[src/rtl/spi_fg_pkg.sv]
package spi_fg_pkg;
  localparam int REG_W  = 8;
  localparam int ADDR_W = 2;

  localparam logic [ADDR_W-1:0] A_CTL = 2'd0;
  localparam logic [ADDR_W-1:0] A_STS = 2'd1;
  localparam logic [ADDR_W-1:0] A_FLG = 2'd2;

  localparam int STS_FAULT_BIT = 0;
  localparam int FLG_SS_BIT    = 7;

  typedef struct packed {
    logic [4:0] spare;
    logic       det;
    logic       master;
    logic       en;
  } ctl_t;

  typedef struct packed {
    logic mosi;
    logic miso;
    logic sck;
  } pad_oe_t;

  // Contention condition: active master with detection armed sees select low.
  function automatic logic mode_fault(ctl_t c, logic ss_lvl);
    return c.en & c.master & c.det & ~ss_lvl;
  endfunction

  // Next control value: write with lock on enable/master, then fault override.
  function automatic ctl_t next_ctl(ctl_t cur, logic [REG_W-1:0] wd,
                                    logic wr, logic locked, logic flt);
    ctl_t n;
    n = cur;
    if (wr) begin
      n = ctl_t'(wd);
      if (locked) begin
        n.en     = cur.en;
        n.master = cur.master;
      end
    end
    if (flt) begin
      n.en     = 1'b0;
      n.master = 1'b0;
    end
    return n;
  endfunction

  function automatic pad_oe_t pad_oe(ctl_t c);
    pad_oe_t p;
    p.mosi = c.en & c.master;
    p.sck  = c.en & c.master;
    p.miso = c.en & ~c.master;
    return p;
  endfunction

  function automatic logic spi_owns_ss(ctl_t c);
    return c.en & c.master;
  endfunction
endpackage

[src/rtl/spi_fg_sync.sv]
module spi_fg_sync #(
  parameter int   STAGES    = 2,
  parameter logic RST_LEVEL = 1'b1
) (
  input  logic clk,
  input  logic rst,
  input  logic d_async,
  output logic q_sync
);
  logic [STAGES-1:0] chain;

  always_ff @(posedge clk) begin
    if (rst) chain <= {STAGES{RST_LEVEL}};
    else     chain <= {chain[STAGES-2:0], d_async};
  end

  assign q_sync = chain[STAGES-1];
endmodule

[src/rtl/spi_fg_regs.sv]
module spi_fg_regs
  import spi_fg_pkg::*;
(
  input  logic              clk,
  input  logic              rst,
  input  logic              wr_en,
  input  logic [ADDR_W-1:0] wr_addr,
  input  logic [REG_W-1:0]  wr_data,
  input  logic [ADDR_W-1:0] rd_addr,
  output logic [REG_W-1:0]  rd_data,
  input  logic              ss_sync,
  output ctl_t              ctl_q,
  output logic              fault_q,
  output logic              fault_evt
);
  logic ctl_wr, sts_wr, fault_clr;
  ctl_t ctl_n;
  logic fault_n;

  assign ctl_wr    = wr_en && (wr_addr == A_CTL);
  assign sts_wr    = wr_en && (wr_addr == A_STS);
  assign fault_clr = sts_wr && wr_data[STS_FAULT_BIT];
  assign fault_evt = mode_fault(ctl_q, ss_sync);

  always_comb begin
    ctl_n = next_ctl(ctl_q, wr_data, ctl_wr, fault_q, fault_evt);
    if (fault_evt)      fault_n = 1'b1;
    else if (fault_clr) fault_n = 1'b0;
    else                fault_n = fault_q;
  end

  always_ff @(posedge clk) begin
    if (rst) begin
      ctl_q   <= '0;
      fault_q <= 1'b0;
    end else begin
      ctl_q   <= ctl_n;
      fault_q <= fault_n;
    end
  end

  always_comb begin
    rd_data = '0;
    unique case (rd_addr)
      A_CTL:   rd_data = ctl_q;
      A_STS:   rd_data[STS_FAULT_BIT] = fault_q;
      A_FLG:   rd_data[FLG_SS_BIT] = ss_sync;
      default: rd_data = '0;
    endcase
  end
endmodule

[src/rtl/spi_fg_padmux.sv]
module spi_fg_padmux
  import spi_fg_pkg::*;
#(
  parameter int NUM_SS = 4
) (
  input  ctl_t              ctl,
  input  logic [NUM_SS-1:0] spi_ss_out,
  input  logic [NUM_SS-1:0] gpf_out,
  input  logic [NUM_SS-1:0] gpf_oe,
  output logic [NUM_SS-1:0] ss_out,
  output logic [NUM_SS-1:0] ss_oe,
  output logic              mosi_oe,
  output logic              miso_oe,
  output logic              sck_oe
);
  pad_oe_t p;
  logic    own;

  assign p       = pad_oe(ctl);
  assign own     = spi_owns_ss(ctl);
  assign mosi_oe = p.mosi;
  assign miso_oe = p.miso;
  assign sck_oe  = p.sck;

  for (genvar i = 0; i < NUM_SS; i++) begin : g_ss
    assign ss_out[i] = own ? spi_ss_out[i] : gpf_out[i];
    assign ss_oe[i]  = own ? 1'b1          : gpf_oe[i];
  end
endmodule

[src/rtl/spi_fault_guard.sv]
module spi_fault_guard
  import spi_fg_pkg::*;
#(
  parameter int NUM_SS      = 4,
  parameter int SYNC_STAGES = 2
) (
  input  logic              clk,
  input  logic              rst,
  input  logic              wr_en,
  input  logic [ADDR_W-1:0] wr_addr,
  input  logic [REG_W-1:0]  wr_data,
  input  logic [ADDR_W-1:0] rd_addr,
  output logic [REG_W-1:0]  rd_data,
  input  logic              ss_in,
  input  logic [NUM_SS-1:0] spi_ss_out,
  input  logic [NUM_SS-1:0] gpf_out,
  input  logic [NUM_SS-1:0] gpf_oe,
  output logic [NUM_SS-1:0] ss_out,
  output logic [NUM_SS-1:0] ss_oe,
  output logic              mosi_oe,
  output logic              miso_oe,
  output logic              sck_oe,
  output logic              irq
);
  logic ss_sync;
  ctl_t ctl_q;
  logic sts_fault;
  logic fault_evt;
  logic ctl_en, ctl_master, ctl_det;

  spi_fg_sync #(.STAGES(SYNC_STAGES), .RST_LEVEL(1'b1)) u_sync (
    .clk(clk), .rst(rst), .d_async(ss_in), .q_sync(ss_sync)
  );

  spi_fg_regs u_regs (
    .clk(clk), .rst(rst),
    .wr_en(wr_en), .wr_addr(wr_addr), .wr_data(wr_data),
    .rd_addr(rd_addr), .rd_data(rd_data),
    .ss_sync(ss_sync), .ctl_q(ctl_q),
    .fault_q(sts_fault), .fault_evt(fault_evt)
  );

  spi_fg_padmux #(.NUM_SS(NUM_SS)) u_pad (
    .ctl(ctl_q), .spi_ss_out(spi_ss_out),
    .gpf_out(gpf_out), .gpf_oe(gpf_oe),
    .ss_out(ss_out), .ss_oe(ss_oe),
    .mosi_oe(mosi_oe), .miso_oe(miso_oe), .sck_oe(sck_oe)
  );

  assign ctl_en     = ctl_q.en;
  assign ctl_master = ctl_q.master;
  assign ctl_det    = ctl_q.det;
  assign irq        = sts_fault;
endmodule

[config.mk]
export PLATFORM = sky130hd
export DESIGN_NAME = spi_fault_guard
export DESIGN_NICKNAME = d
export VERILOG_FILES = /design/src/rtl/spi_fg_pkg.sv /design/src/rtl/spi_fg_sync.sv /design/src/rtl/spi_fg_regs.sv /design/src/rtl/spi_fg_padmux.sv /design/src/rtl/spi_fault_guard.sv
export SDC_FILE = /design/constraint.sdc
export NUM_CORES = 1
export LEC_CHECK = 0
export ABC_AREA = 0
export BUFFER_PORTS_ARGS = -buffer_cell sky130_fd_sc_hd__buf_2
export CAP_MARGIN = 20
export CORE_UTILIZATION = 36
export DETAILED_ROUTE_END_ITERATION = 10
export PLACE_DENSITY_LB_ADDON = 0.3
export SLEW_MARGIN = 30
export SYNTH_ARGS = -nofsm -noshare
export SYNTH_HDL_FRONTEND = slang
export SYNTH_SLANG_ARGS = --single-unit
[constraint.sdc]
create_clock -name clk -period 1.4 [get_ports clk]
set_input_delay 0.28 -clock clk [delete_from_list [all_inputs] [get_ports clk]]
set_output_delay 0.28 -clock clk [all_outputs]
set_load 0.05 [all_outputs]
==> summary.txt <==
Setup path
  – Kind of start point of the critical path: flip-flop
  – Worst path max stage delay: 0.33 ns
  – Slowest cell on the critical path: dfxtp_2
  – Category of the critical setup timing path: flip-flop to primary output
  – Worst Path Required: 1.12 ns
  – Critical Path Sink Type: primary output
  – Signal arrival time at the worst endpoint: 1.19 ns
  – Crit-path cells: nand2_4, mux2_4, buf_8
  – Critical path fanouts, max: 6

Synthesis
  – Synthesized cell area: 573.1 µm²
  – Seq/Total Area, Yosys: 0.3843
  – Mean Syn Cell Area: 9.551 µm²
  – Syn Inst Count: 60
  – Warnings, synthesis: 0
  – Yosys reg bits: 11
  – Net count after synthesis: 88
  – Count of unique library cells instantiated by Yosys: 16

Clocking
  – Maximum clock insertion buffer count: 2
  – CTS H-tree depth: 1
  – Latest clock arrival within the worst-skew pair: 0.27 ns
  – Root buf cell: clkbuf_4
  – Clock transition at the registers of the reported paths: 0.06 ns
  – Clock tree from TritonCTS: done
  – Count of hold-fix buffers inserted at cts: 0
  – TritonCTS Buffers: 3
  – Total clock sinks: 11

STA
  – Worst slew pin tran: 0.4370 ns
  – Final worst path period need: 1.470 ns
  – Setup skew after layout: 0.004822 ns
  – Final hold violation count: 0
  – Setup repair after global routing missed its margin: yes
  – Min setup slack post-route: -0.07022 ns
  – Part of the cycle the worst path needs: 1.050
  – Total count of max-transition violations in the final report: 0
  – Final TNS setup: -0.2508 ns
  – Normalized max-slew margin: 0.7083
  – Hold Worst Slack: 0.2012 ns
  – Achievable clock frequency: 0.6802 GHz
  – Count of endpoints failing setup in the final report: 4

GRT
  – Antenna violations before repair: 0
  – Vias in the first global route: 627
  – Pin count of the biggest net entering global routing: 11
  – Combined global-route utilization of all metal layers: 0.1966
  – Global-route congestion overflow total: 0
  – First-pass GRT wire length: 2573 µm

Placement
  – Cell count after placement: 125
  – IO buf count: 47
  – HPWL after detailed placement: 1219 µm
  – Global placer's final weighted congestion: 0.7476

Final layout
  – Leading cell type in the layout, fill and taps excluded: buf_2
  – Net count of the finished layout: 144
  – Synthesis-to-finish area growth: 81.44%
  – Filler Cell Count: 119
  – Multi-input combinational cell area: 397.9 µm²
  – Share of layout cells above drive strength 1: 0.6348
  – Register cell area after layout: 222.7 µm²
  – Post-layout util: 0.6983
  – Number of antenna cells inserted: 0
  – Most frequent cells in the layout: buf_2 (34), buf_6 (10), mux2i_1 (9), nor2_1 (9), dfxtp_1 (9)
  – Number of standard cells in the layout, taps in and fillers out: 131

Die
  – I/O pin count: 48
  – Die Area: 1755 µm²
  – Core region area: 1489 µm²
  – Width of the die: 41.90 µm
  – Height of the die: 41.90 µm
  – Initial standard-cell utilization of the core: 0.3849
  – Cell row count: 14

Route
  – Iteration-0 DRC Markers: 11
  – Sum of routed wire length over all layers: 1819 µm
  – Remaining antenna violation count: 0
  – Remaining DRCs: 0
  – Count of TritonRoute iterations in the first routing pass: 4
  – Post-detailed-route wirelength per cell: 13.89 µm
  – DR vias/cell: 4.763
  – Number of vias in the routed layout: 624

Worst hold path
  – Path class of the lowest-slack min-delay path: primary input to flip-flop

Status
  – Outcome: complete, but fails checks
  – Violations in the final reports: setup timing

Pwr
  – Leakage component of the power: 0.5258 nW
  – Peak supply drop: 517.7 µV
  – Total power density per cell area: 730.9 nW/µm²

Flow run
  – # Max-Cap Violations: 0
-- per-layer routing --
layer / part of all wire / vias to the layer above / routed length (µm) / global-route usage
met5: 0 / - / 0 / 0
met4: 0.017 / 0 / 31 / 0.1226
met3: 0.047 / 4 / 86 / 0.03478
met2: 0.56 / 27 / 1014 / 0.3594
met1: 0.38 / 283 / 686 / 0.2033
li1: - / 310 / - / -
-- synthesized netlist by cell type, drive strengths merged --
master  instances  area (µm²)
or2             2       12.51
nand4b          2       17.52
nand2b          5       31.28
nand2           2       7.510
mux2i          10       100.1
dfxtp          11       220.2
clkbuf          1       3.750
nor4b           1       15.01
and2            6       37.54
nor2           11       41.29
inv             1       3.750
nor3b           1       18.77
nor2b           1       6.260
a21oi           1       5.000
mux2            4       45.04
buf             1       7.510
-- worst paths after layout --
check / start / end / slack, ns / cells after the start
max: u_regs.ctl_q[0] / ss_out[2] / -0.07 / 3
min: ss_in / u_sync.chain[0] / 0.20 / 2
max reg2reg: u_regs.fault_q / u_regs.ctl_q[0] / 0.24 / 3
min reg2reg: u_sync.chain[0] / u_sync.chain[1] / 0.42 / 1
-- stage by stage --
| step | cell area [µm²] | setup WS [ns] | total power [W] |
|---|---|---|---|
| 3_5_place_dp | 860.8 | 0.01596 | 0.0005157 |
| 6_report | 1040 | -0.07022 | 0.0007599 |
| 4_1_cts | 994.7 | -0.09851 | 0.0007621 |
| 2_1_floorplan | 586.8 | -0.05226 | 0.0004440 |
| 3_3_place_gp | 860.8 | 0.05218 | 0.0005106 |
| 5_1_grt | 1040 | -0.1115 | 0.0007990 |
-- flip-flops by register name, summed over array words and instances (netlist names) --
register	count
u_regs.fault_q	1
u_sync.chain	2
u_regs.ctl_q	8
-- cell families after synthesis --
family / synth area share
AND/OR/NAND/NOR: 0.3275
multiplexers: 0.2533
flip-flops: 0.3843
buffers and inverters: 0.02619
AO/OA/AOI/OAI: 0.008725
-- timing repair --
action	CTS	global route
cloned	0	0
resized for setup	31	13
endpoints found under the setup margin	12	13
buffers inserted	1	1
pin swaps	1	1
-- worst max-delay path, delay by kind of cell, from the launching register on --
family / cells / cell delay, ns
DFF: 1 / 0.33
muxes: 1 / 0.32
buffers and inverters: 1 / 0.15
and+or+nand+nor: 1 / 0.12
-- where the power goes --
part	total [W]	switching [W]	leakage (nW)	internal, W
registers	0.000329	0.00000541	0.0906	0.000324
clock network	0.000212	0.000101	0.0150	0.000110
logic	0.000219	0.000120	0.420	0.0000989
total	0.000760	0.000227	0.526	0.000533
-- final cells by class --
cell class                      instances  area share
Multi-Input combinational cell         46      0.3827
Timing Repair Buffer                   53      0.3514
Sequential cell                        11      0.2142
Clock buffer                            4     0.02527
Tap cell                               16     0.01925
Inverter                                1    0.007220
Note: power is estimated with default switching activity, not from simulation.
